--- src/rtl/tmr24_pkg.sv ---
package tmr24_pkg;

  typedef enum logic [1:0] {
    MODE_INTERVAL = 2'd0,
    MODE_PULSE    = 2'd1,
    MODE_WATCHDOG = 2'd2,
    MODE_HALT     = 2'd3
  } tmr_mode_e;

  typedef struct packed {
    logic iv;
    logic a;
    logic b;
    logic wd;
  } tmr_evt_t;

endpackage

--- src/rtl/tmr24_prescale.sv ---
module tmr24_prescale #(
  parameter int DIV_W = 3
) (
  input  logic             clk,
  input  logic             rst_n,
  input  logic             src_ext,
  input  logic             div_en,
  input  logic [DIV_W-1:0] div_sel,
  input  logic             ext_tick,
  output logic             tick
);

  localparam int PRE_W = 1 << DIV_W;
  localparam int CFG_W = DIV_W + 2;

  logic [CFG_W-1:0] cfg_d, cfg_q;
  logic [PRE_W-1:0] pre_q, pre_d;
  logic [PRE_W:0]   span, span_m1;
  logic             changed, pre_en;

  always_comb begin
    cfg_d   = {src_ext, div_en, div_sel};
    changed = (cfg_d != cfg_q);
    span    = (PRE_W+1)'(1) << ((DIV_W+1)'(div_sel) + (DIV_W+1)'(1));
    span_m1 = span - (PRE_W+1)'(1);
    tick    = 1'b0;
    pre_d   = pre_q;
    pre_en  = 1'b0;
    if (changed) begin
      pre_d  = '0;
      pre_en = 1'b1;
    end else if (src_ext) begin
      tick = ext_tick;
    end else if (!div_en) begin
      tick = 1'b1;
    end else begin
      tick   = (pre_q == span_m1[PRE_W-1:0]);
      pre_d  = tick ? '0 : pre_q + 1'b1;
      pre_en = 1'b1;
    end
  end

  always_ff @(posedge clk or negedge rst_n) begin
    if (!rst_n) begin
      cfg_q <= '0;
    end else if (changed) begin
      cfg_q <= cfg_d;
    end
  end

  always_ff @(posedge clk or negedge rst_n) begin
    if (!rst_n) begin
      pre_q <= '0;
    end else if (pre_en) begin
      pre_q <= pre_d;
    end
  end

  // divided ticks are never back to back
  a_r3_tick_spacing: assert property (@(posedge clk) disable iff (!rst_n)
    (!src_ext && div_en && tick) |=> !tick);

endmodule

--- src/rtl/tmr24_step.sv ---
module tmr24_step
  import tmr24_pkg::*;
#(
  parameter int CNT_W = 24
) (
  input  logic [CNT_W-1:0] count,
  input  logic [CNT_W-1:0] cmp_a,
  input  logic [CNT_W-1:0] cmp_b,
  input  tmr_mode_e        mode,
  input  logic             run_en,
  input  logic             wd_dis,
  input  logic             zero_clr,
  input  logic             tick,
  input  logic             cnt_clear,
  input  logic             ie_iv,
  input  logic             ie_a,
  input  logic             ie_b,
  input  logic             ie_wd,
  output logic [CNT_W-1:0] cnt_nxt,
  output logic             cnt_we,
  output tmr_evt_t         evt,
  output logic             irq_d,
  output logic             ff_flip
);

  logic [CNT_W-1:0] inc;
  logic             advance;

  always_comb begin
    inc = count + 1'b1;
    case (mode)
      MODE_INTERVAL: advance = run_en && (count != cmp_a);
      MODE_PULSE:    advance = run_en;
      MODE_WATCHDOG: advance = run_en || !wd_dis;
      default:       advance = 1'b0;
    endcase
  end

  always_comb begin
    cnt_nxt = inc;
    cnt_we  = 1'b0;
    evt     = '0;
    irq_d   = 1'b0;
    ff_flip = 1'b0;
    if (cnt_clear) begin
      cnt_we  = 1'b1;
      cnt_nxt = '0;
    end else if (tick && advance) begin
      cnt_we = 1'b1;
      case (mode)
        MODE_INTERVAL: begin
          if (inc == cmp_a) begin
            evt.iv = 1'b1;
            irq_d  = ie_iv;
            if (zero_clr) cnt_nxt = '0;
          end
        end
        MODE_PULSE: begin
          if (inc == cmp_a) begin
            ff_flip = 1'b1;
            evt.a   = 1'b1;
            irq_d   = ie_a;
          end else if (inc == cmp_b) begin
            ff_flip = 1'b1;
            evt.b   = 1'b1;
            irq_d   = ie_b;
            cnt_nxt = '0;
          end
        end
        MODE_WATCHDOG: begin
          if (inc == cmp_a) begin
            evt.wd  = 1'b1;
            irq_d   = ie_wd;
            cnt_nxt = '0;
          end
        end
        default: cnt_we = 1'b0;
      endcase
    end
  end

endmodule

--- src/rtl/tmr24_outreg.sv ---
module tmr24_outreg
  import tmr24_pkg::*;
(
  input  logic     clk,
  input  logic     rst_n,
  input  logic     rst_sync_n,
  input  tmr_evt_t evt_d,
  input  logic     irq_d,
  input  logic     ff_flip,
  input  logic     ff_init,
  output tmr_evt_t evt_q,
  output logic     irq_q,
  output logic     ff_q
);

  logic ff_d;

  always_comb begin
    ff_d = ff_q ^ ff_flip;
  end

  always_ff @(posedge clk or negedge rst_sync_n) begin
    if (!rst_sync_n) begin
      evt_q <= '0;
      irq_q <= 1'b0;
    end else begin
      evt_q <= evt_d;
      irq_q <= irq_d;
    end
  end

  // loads ff_init while the synchronized reset is still low
  always_ff @(posedge clk or negedge rst_n) begin
    if (!rst_n) begin
      ff_q <= 1'b0;
    end else if (!rst_sync_n) begin
      ff_q <= ff_init;
    end else if (ff_flip) begin
      ff_q <= ff_d;
    end
  end

  // interrupt only together with a flag pulse
  a_r12_irq_with_flag: assert property (@(posedge clk) disable iff (!rst_sync_n)
    irq_q |-> (evt_q != '0));

endmodule

--- src/rtl/tmr24_core.sv ---
module tmr24_core
  import tmr24_pkg::*;
#(
  parameter int CNT_W = 24,
  parameter int DIV_W = 3
) (
  input  logic             clk,
  input  logic             rst_n,
  input  logic [1:0]       mode,
  input  logic             run_en,
  input  logic             src_ext,
  input  logic             div_en,
  input  logic [DIV_W-1:0] div_sel,
  input  logic             ext_tick,
  input  logic             zero_clr,
  input  logic             wd_dis,
  input  logic             ie_iv,
  input  logic             ie_a,
  input  logic             ie_b,
  input  logic             ie_wd,
  input  logic             ff_init,
  input  logic [CNT_W-1:0] cmp_a,
  input  logic [CNT_W-1:0] cmp_b,
  input  logic             cnt_clear,
  output logic [CNT_W-1:0] count,
  output logic             flag_iv,
  output logic             flag_a,
  output logic             flag_b,
  output logic             flag_wd,
  output logic             irq,
  output logic             ff_out
);

  localparam int SYNC_STAGES = 2;

  logic [SYNC_STAGES-1:0] rst_pipe;
  logic                   rst_q;
  logic                   tick;
  logic [CNT_W-1:0]       count_q, cnt_nxt;
  logic                   cnt_we, irq_d, ff_flip;
  tmr_evt_t               evt_d, evt_q;
  tmr_mode_e              mode_e;

  always_ff @(posedge clk or negedge rst_n) begin
    if (!rst_n) begin
      rst_pipe <= '0;
    end else begin
      rst_pipe <= {rst_pipe[SYNC_STAGES-2:0], 1'b1};
    end
  end

  always_comb begin
    rst_q  = rst_pipe[SYNC_STAGES-1];
    mode_e = tmr_mode_e'(mode);
  end

  tmr24_prescale #(.DIV_W(DIV_W)) u_pre (
    .clk      (clk),
    .rst_n    (rst_q),
    .src_ext  (src_ext),
    .div_en   (div_en),
    .div_sel  (div_sel),
    .ext_tick (ext_tick),
    .tick     (tick)
  );

  tmr24_step #(.CNT_W(CNT_W)) u_step (
    .count     (count_q),
    .cmp_a     (cmp_a),
    .cmp_b     (cmp_b),
    .mode      (mode_e),
    .run_en    (run_en),
    .wd_dis    (wd_dis),
    .zero_clr  (zero_clr),
    .tick      (tick),
    .cnt_clear (cnt_clear),
    .ie_iv     (ie_iv),
    .ie_a      (ie_a),
    .ie_b      (ie_b),
    .ie_wd     (ie_wd),
    .cnt_nxt   (cnt_nxt),
    .cnt_we    (cnt_we),
    .evt       (evt_d),
    .irq_d     (irq_d),
    .ff_flip   (ff_flip)
  );

  always_ff @(posedge clk or negedge rst_q) begin
    if (!rst_q) begin
      count_q <= '0;
    end else if (cnt_we) begin
      count_q <= cnt_nxt;
    end
  end

  tmr24_outreg u_out (
    .clk        (clk),
    .rst_n      (rst_n),
    .rst_sync_n (rst_q),
    .evt_d      (evt_d),
    .irq_d      (irq_d),
    .ff_flip    (ff_flip),
    .ff_init    (ff_init),
    .evt_q      (evt_q),
    .irq_q      (irq),
    .ff_q       (ff_out)
  );

  always_comb begin
    count   = count_q;
    flag_iv = evt_q.iv;
    flag_a  = evt_q.a;
    flag_b  = evt_q.b;
    flag_wd = evt_q.wd;
  end

  // halted mode leaves the counter alone
  a_r10_halt_holds: assert property (@(posedge clk) disable iff (!rst_q)
    (mode == 2'd3 && !cnt_clear) |=> $stable(count_q));

  // clear zeroes the counter with no event
  a_r11_clear_zero: assert property (@(posedge clk) disable iff (!rst_q)
    cnt_clear |=> (count_q == '0 && evt_q == '0 && !irq));

  // holding at compare A is quiet
  a_r5_hold_quiet: assert property (@(posedge clk) disable iff (!rst_q)
    (mode == 2'd0 && count_q == cmp_a && !cnt_clear) |=> ($stable(count_q) && !flag_iv && !irq));

  // watchdog stops only with run_en low and wd_dis high
  a_r8_wd_stopped: assert property (@(posedge clk) disable iff (!rst_q)
    (mode == 2'd2 && !run_en && wd_dis && !cnt_clear) |=> $stable(count_q));

  // the B event leaves the counter at zero
  a_r7_b_clears: assert property (@(posedge clk) disable iff (!rst_q)
    flag_b |-> (count_q == '0));

  // watchdog expiry leaves the counter at zero
  a_r9_wd_clears: assert property (@(posedge clk) disable iff (!rst_q)
    flag_wd |-> (count_q == '0));

  // at most one flag pulse per cycle
  a_r12_one_flag: assert property (@(posedge clk) disable iff (!rst_q)
    $onehot0({flag_iv, flag_a, flag_b, flag_wd}));

endmodule

--- config.mk ---
export PLATFORM = sky130hd
export DESIGN_NAME = tmr24_core
export DESIGN_NICKNAME = d
export VERILOG_FILES = /design/src/rtl/tmr24_pkg.sv /design/src/rtl/tmr24_prescale.sv /design/src/rtl/tmr24_step.sv /design/src/rtl/tmr24_outreg.sv /design/src/rtl/tmr24_core.sv
export SDC_FILE = /design/constraint.sdc
export NUM_CORES = 1
export LEC_CHECK = 0
export BUFFER_PORTS_ARGS = -buffer_cell sky130_fd_sc_hd__buf_2
export CORE_ASPECT_RATIO = 0.75
export CORE_UTILIZATION = 61
export DETAILED_ROUTE_END_ITERATION = 16
export PLACE_DENSITY = 0.95
export SLEW_MARGIN = 20
export SYNTH_ARGS = -nofsm -noshare
export SYNTH_HDL_FRONTEND = slang
export SYNTH_HIERARCHICAL = 1
export SYNTH_SLANG_ARGS = --single-unit
--- constraint.sdc ---
create_clock -name clk -period 4.25 [get_ports clk]
set_input_delay 0.85 -clock clk [delete_from_list [all_inputs] [get_ports clk]]
set_output_delay 0.85 -clock clk [all_outputs]
set_load 0.005 [all_outputs]
Word-level counts from Yosys, hierarchy flattened
Cells that the tools add are included.
- bits in writable memories: 0
- memories: 0
- ROM bits: 0
- output and inout port bits: 30
- logic and storage cells: 76
- flip-flop bits (word level): 45
- input bits: 67
- latch bits: 0
- shift-type cells: 1
- multiplexer cells: 43
- $add $sub $neg: 4
- magnitude comparators: 0
- bitwise gates (word level): 1
- reduce and logical (&&, ||, !) cells: 8
- eq/ne operators: 9
- multipliers: 0
- div/mod/pow operators: 0
- operators by type and width (operator ; count):
    2-to-1 mux 24 bit ; 7
    one-hot mux 24 bit (3 select lines) ; 1
    equality test 24 bit ; 2
    2-to-1 mux 8 bit ; 4
    2-to-1 mux 1 bit ; 26
    adder 24 x 1 -> 24 bit, second input constant ; 1
    inequality test 24 bit ; 1
    adder 8 x 1 -> 8 bit, second input constant ; 1
    equality test 8 bit ; 1
    2-to-1 mux 4 bit ; 2
    << shifter 1 x 4 -> 8 bit, first input constant ; 1
    subtractor 8 x 1 -> 8 bit, second input constant ; 1
    one-hot mux 1 bit (3 select lines) ; 2
    inequality test 5 bit ; 1
    adder 3 x 1 -> 4 bit, second input constant ; 1
    inequality test 2 x 1 -> 1 bit, second input constant ; 2
    AND reduction 3 bit ; 1
    OR reduction 3 bit ; 1
    equality test 2 x 1 -> 1 bit, second input constant ; 1
    equality test 2 bit, second input constant ; 1
    logical AND 1 bit ; 2
    zero test 2 bit ; 1
    2-to-1 mux 2 bit ; 1
    nonzero test 2 bit ; 1
    3 further kinds ; 3

Depth between registers and ports, before layout
- depth in word-level cells: 13
- mapped depth: 16
- mapped depth without buffers: 14

Modules after synthesis
The synthesis kept the hierarchy.
- by module, submodules not included (module ; instances ; seq. area each (um^2) ; cells each ; area an instance (um^2)):
    tmr24_step ; 1 ; 0.0 ; 381 ; 2683.8
    tmr24_core ; 1 ; 650.6 ; 54 ; 1051.0
    tmr24_prescale ; 1 ; 325.3 ; 120 ; 1022.2
    tmr24_outreg ; 1 ; 150.1 ; 9 ; 167.7

Least setup slack after synthesis
No wires, ideal clock.
- kind: input -> register
- start: input port div_sel[2]
- end: register count_q[15] (netlist: count[15])
- stages: 15
- path slack: 0.323 ns
- data arrival time: 3.802 ns
- buffers on the path: 2
- library setup time: 0.125 ns
- required time: 4.125 ns
- cell sequence: or3_1 -> ha_1 -> buf_6 -> xor2_1 -> a21o_2 -> a221oi_2 -> o221ai_2 -> a21o_2 -> a21oi_1 -> o2111ai_1 -> o41ai_2 -> o21bai_4 -> buf_6 -> nor2_1 -> mux2_4
- cells in the longest elaborated chain, start to end: 10
- elaborated cells between the ends (all ways): 13
- classes of those cells: 2 x add/sub; 2 x eq/ne; 1 x shift; 7 x mux; 1 x reduce/logical
- RTL lines (item ; RTL line ; text):
    start: declaration ; tmr24_core.sv:13 ; input logic [DIV_W-1:0] div_sel,
    adder 3 x 1 -> 4 bit ; tmr24_prescale.sv:24 ; span = (PRE_W+1)'(1) << ((DIV_W+1)'(div_sel) + (DIV_W+1)'(1));
    << shifter 1 x 4 -> 8 bit ; tmr24_prescale.sv:24 ;
    subtractor 8 x 1 -> 8 bit ; tmr24_prescale.sv:25 ; span_m1 = span - (PRE_W+1)'(1);
    equality test 8 bit ; tmr24_prescale.sv:37 ; tick = (pre_q == span_m1[PRE_W-1:0]);
    2-to-1 mux 1 bit ; tmr24_prescale.sv:34 ; end else if (!div_en) begin
    2-to-1 mux 1 bit ; tmr24_prescale.sv:32 ; end else if (src_ext) begin
    2-to-1 mux 1 bit * ; tmr24_prescale.sv:29 ; if (changed) begin
    net tick ; tmr24_core.sv:38 ; logic tick;
    logical AND 1 bit * ; tmr24_step.sv:48 ; end else if (tick && advance) begin
    2-to-1 mux 24 bit * ; tmr24_step.sv:48 ;
    2-to-1 mux 24 bit * ; tmr24_step.sv:45 ; if (cnt_clear) begin
    net cnt_nxt[15] ; tmr24_core.sv:39 ; logic [CNT_W-1:0] count_q, cnt_nxt;
    end signal: assignment ; tmr24_core.sv:92 ; count_q <= cnt_nxt;
    end: declaration ; tmr24_core.sv:39 ;
Mark *: on every way through the listed nets, which the timed path passes. The rest lies on a longest branch.
A chain may end at the register's enable or synchronous reset.

Worst setup path in the final report
- start: register count_q[8] (netlist: count[8])
- end: register count_q[11] (netlist: count[11])
- cells in the longest elaborated chain, start to end: 7
- elaborated cells between the ends (all ways): 17
- classes of those cells: 1 x add/sub; 3 x eq/ne; 11 x mux; 2 x reduce/logical
- RTL lines (item ; RTL line ; text):
    adder 24 x 1 -> 24 bit ; tmr24_step.sv:30 ; inc = count + 1'b1;
    equality test 24 bit ; tmr24_step.sv:63 ; end else if (inc == cmp_b) begin
    2-to-1 mux 24 bit ; tmr24_step.sv:63 ;
    2-to-1 mux 24 bit ; tmr24_step.sv:59 ; if (inc == cmp_a) begin
    one-hot mux 24 bit (3 select lines) ; tmr24_step.sv:50 ; case (mode)
    2-to-1 mux 24 bit * ; tmr24_step.sv:48 ;
    2-to-1 mux 24 bit * ; tmr24_step.sv:45 ;
    net cnt_nxt[11] ; tmr24_core.sv:39 ;
Marks and branches as above.

==> metrics.txt <==
status=finished, final reports clean; synthesized flop and latch total=45; CTS Buffer Depth=2; Post-CTS Resized=0; cell area after synthesis=4925 um2; pwr/cell area=181.1 nW/um2; main combinational cell family by area after synthesis=simple AND/OR/NAND/NOR gates; Skew-Pair Late Insertion Delay=0.31 ns; Ports=97; crit path kind=reg2reg; die width=105.8 um; drt pass-1 iters=7; WL final=15.31 mm; Critical Path RT=4.45 ns; Synth Warn #=6; CTS Hold Bufs=0; post-route ant nets=0; Worst Skew=0.01424 ns; Avg Inst Size Synth=8.732 um2; H-tree depth=2; syn nets=634; # rows=27; VDD IR max=116.1 uV; Synth Area in XOR/XNOR=0.1796; worst slew pin tran=1.022 ns; Iter 0 DRT Violations=653; max_slew headroom=0.3185; synth unique cells=78; GR Overflow Total=0; diode count=0; compound-gate portion of the synthesized area=0.1374; number of synthesized flops with an enable pin=0; R2R Path End=count[11]; Initial Util=0.6508; Layout area overhead=12.55%; Worst-path clk slew=0.10 ns; FF-to-FF Start=count[8]; max-cap check violation count=0; port bufs=96; initial antenna violation count=0; dominant synthesized flop cell=dfrtp_1; final hold vios=0; proportion of layout cells with a drive suffix above 1=0.2971; nets=722; most frequent CP cell=or4_1; global-route wire length before repair=23.69 mm; vias in the first global route=4527; Via-to-Cell Ratio=6.581; Max Slew Vio Count=0; Synth Area in Adders=0.007622; Post-synth ARST share=1.000; routed vias=4962; Final period util=0.9536; Die Ht=79.82 um; # clock sinks=45; CTS Buf Count=5; Worst Reg-to-Reg Cells=10; Final setup viols=0; Synth Area in Simple Gates=0.2866; placer congestion estimate=0.9942; HPWL after DPL=12.02 mm; pin count of the biggest net entering global routing=45; routed len/inst=20.30 um; DRC=0; CP endpoint kind=flip-flop; minimum clock period=4.053 ns; Seq/Total Area, Yosys=0.2287; CP max stage cell=dfrtp_1; setup TNS=0 ns; Root Driver=clkbuf_8; CP max FO=14; Core Area=7567 um2; Startpoint Class=flip-flop; critical-path cell list=nand4_2, or4_1, or4_1, a31oi_1, nor4bb_1, nand4_1, o21bai_4, buf_4, nor2_1, mux2_4; total power=1.004 mW; crit-path max cell delay=0.70 ns; Synth Instances=564; Worst R2R Setup Slack=0.20 ns; # Post-CTS Setup Buffers=0; Leak Pwr=2.448 nW; crit path DAT=4.26 ns; mux share of post-synthesis cell area=0.08054; Peak Freq=246.8 MHz; RSZ-0062 raised after global routing=no; CTS tree=built; global router's overall resource usage=0.3681; die area=8440 um2; worst hold-check path type=in2async
-- kinds of logic after synthesis --
family	count (synthesis)
xor+xnor	88
buf+inv	62
simple gates	246
compound gates	89
other cells	2
mux	29
fa+ha+maj	3
flops	45
-- synth_stat cells, drive strengths merged, types with 4 or more instances --
cell      n  area share
o211ai    7       0.011
and3      7      0.0089
o21ai    14       0.014
a31oi     7      0.0089
nor3b     6      0.0091
nor2     54       0.046
nand3    23       0.024
xnor3     5       0.023
nand2b    4      0.0051
inv      14       0.011
nand4    21       0.032
mux2i     4      0.0081
or3       6      0.0076
mux2     25       0.072
xor2     39       0.069
clkbuf   20       0.021
dfrtp    45        0.23
nor4bb    4      0.0081
nand2    43       0.033
nor2b    10       0.013
buf      28       0.046
nor4b     4      0.0084
a211oi    5      0.0076
nor3     20       0.021
xnor2    41       0.073
and2      6      0.0076
o2111ai   8       0.014
or4       9       0.014
nor4     17       0.028
a21oi    12       0.012
-- per-layer routing --
metal | track usage | wire, um
met1 | 0.5241 | 6218
met2 | 0.5608 | 6553
met4 | 0.1000 | 352
met3 | 0.07755 | 2180
met5 | 0.02597 | 0
-- per-stage QoR --
step | setup WS (ns) | area [um2] | std cells | util | hold WS [ns]
after global placement | 0.2583 | 5449 | 746 | 0.7201 | 0.3403
after detailed placement | 0.1161 | 5449 | 746 | 0.7201 | 0.3424
after global routing | 0.05288 | 5543 | 754 | 0.7325 | 0.3141
final | 0.1974 | 5543 | 754 | 0.7325 | 0.3261
after floorplan | 0.3229 | 4925 | 564 | - | 0.3312
after CTS | 0.3048 | 5543 | 754 | 0.7325 | 0.3220
-- final cells by class --
| type | instances | area, um2 |
|---|---|---|
| clock inverter | 3 | 25.02 |
| fill | 607 | 2024 |
| inverter | 14 | 52.55 |
| sequential | 45 | 1127 |
| clock buffer | 5 | 68.82 |
| multi-input combinational | 457 | 3415 |
| timing repair buffer | 129 | 728.2 |
| tap | 101 | 126.4 |
-- worst max-delay path: cells and delay by family, from the launching register on --
| kind | cells | cell delay (ns) |
|---|---|---|
| buf+inv | 1 | 0.26 |
| mux | 1 | 0.26 |
| compound gates | 2 | 0.59 |
| simple gates | 6 | 2.14 |
| flops | 1 | 0.70 |
-- flip-flops by register name, summed over array words and instances (netlist names) --
name         cells
u_out/ff_q       1
u_out/evt_q      4
count           24
u_pre/cfg_q      5
rst_pipe         2
u_pre/pre_q      8
u_out/irq_q      1
-- layout by cell type, fill, tap and decap left out, types with 6 or more instances in the layout --
cell type	instances
o21ai_0	14
xor2_1	39
inv_1	14
nand2_1	42
a21oi_1	12
buf_2	96
o211ai_1	7
nand3_1	22
and2_1	6
nand4_1	18
nor4_1	13
buf_4	33
nor2b_1	10
nor3b_1	6
mux2_4	20
or3_1	6
and3_1	7
dfrtp_1	44
nor3_1	19
a31oi_1	7
nor2_2	9
xnor2_1	41
or4_1	9
nor2_1	45
o2111ai_1	8
-- report_power, final --
part	total, mW	internal [mW]	leakage [nW]	switching [mW]
registers	0.455	0.438	0.606	0.0173
clock network	0.289	0.120	0.0452	0.169
logic	0.260	0.118	1.80	0.142
total	1.00	0.676	2.45	0.328
-- worst max path at each step --
stage | from | end | slack [ns] | cells past startpoint
final | count[8] | count[11] | 0.20 | 10
after detailed placement | div_sel[2] | count[11] | 0.12 | 15
after floorplan | div_sel[2] | count[15] | 0.32 | 15
after global routing | count[0] | count[11] | 0.05 | 12
after global placement | div_sel[2] | count[23] | 0.26 | 15
after CTS | count[8] | count[11] | 0.30 | 10
Power figures use the tool's default switching activity.
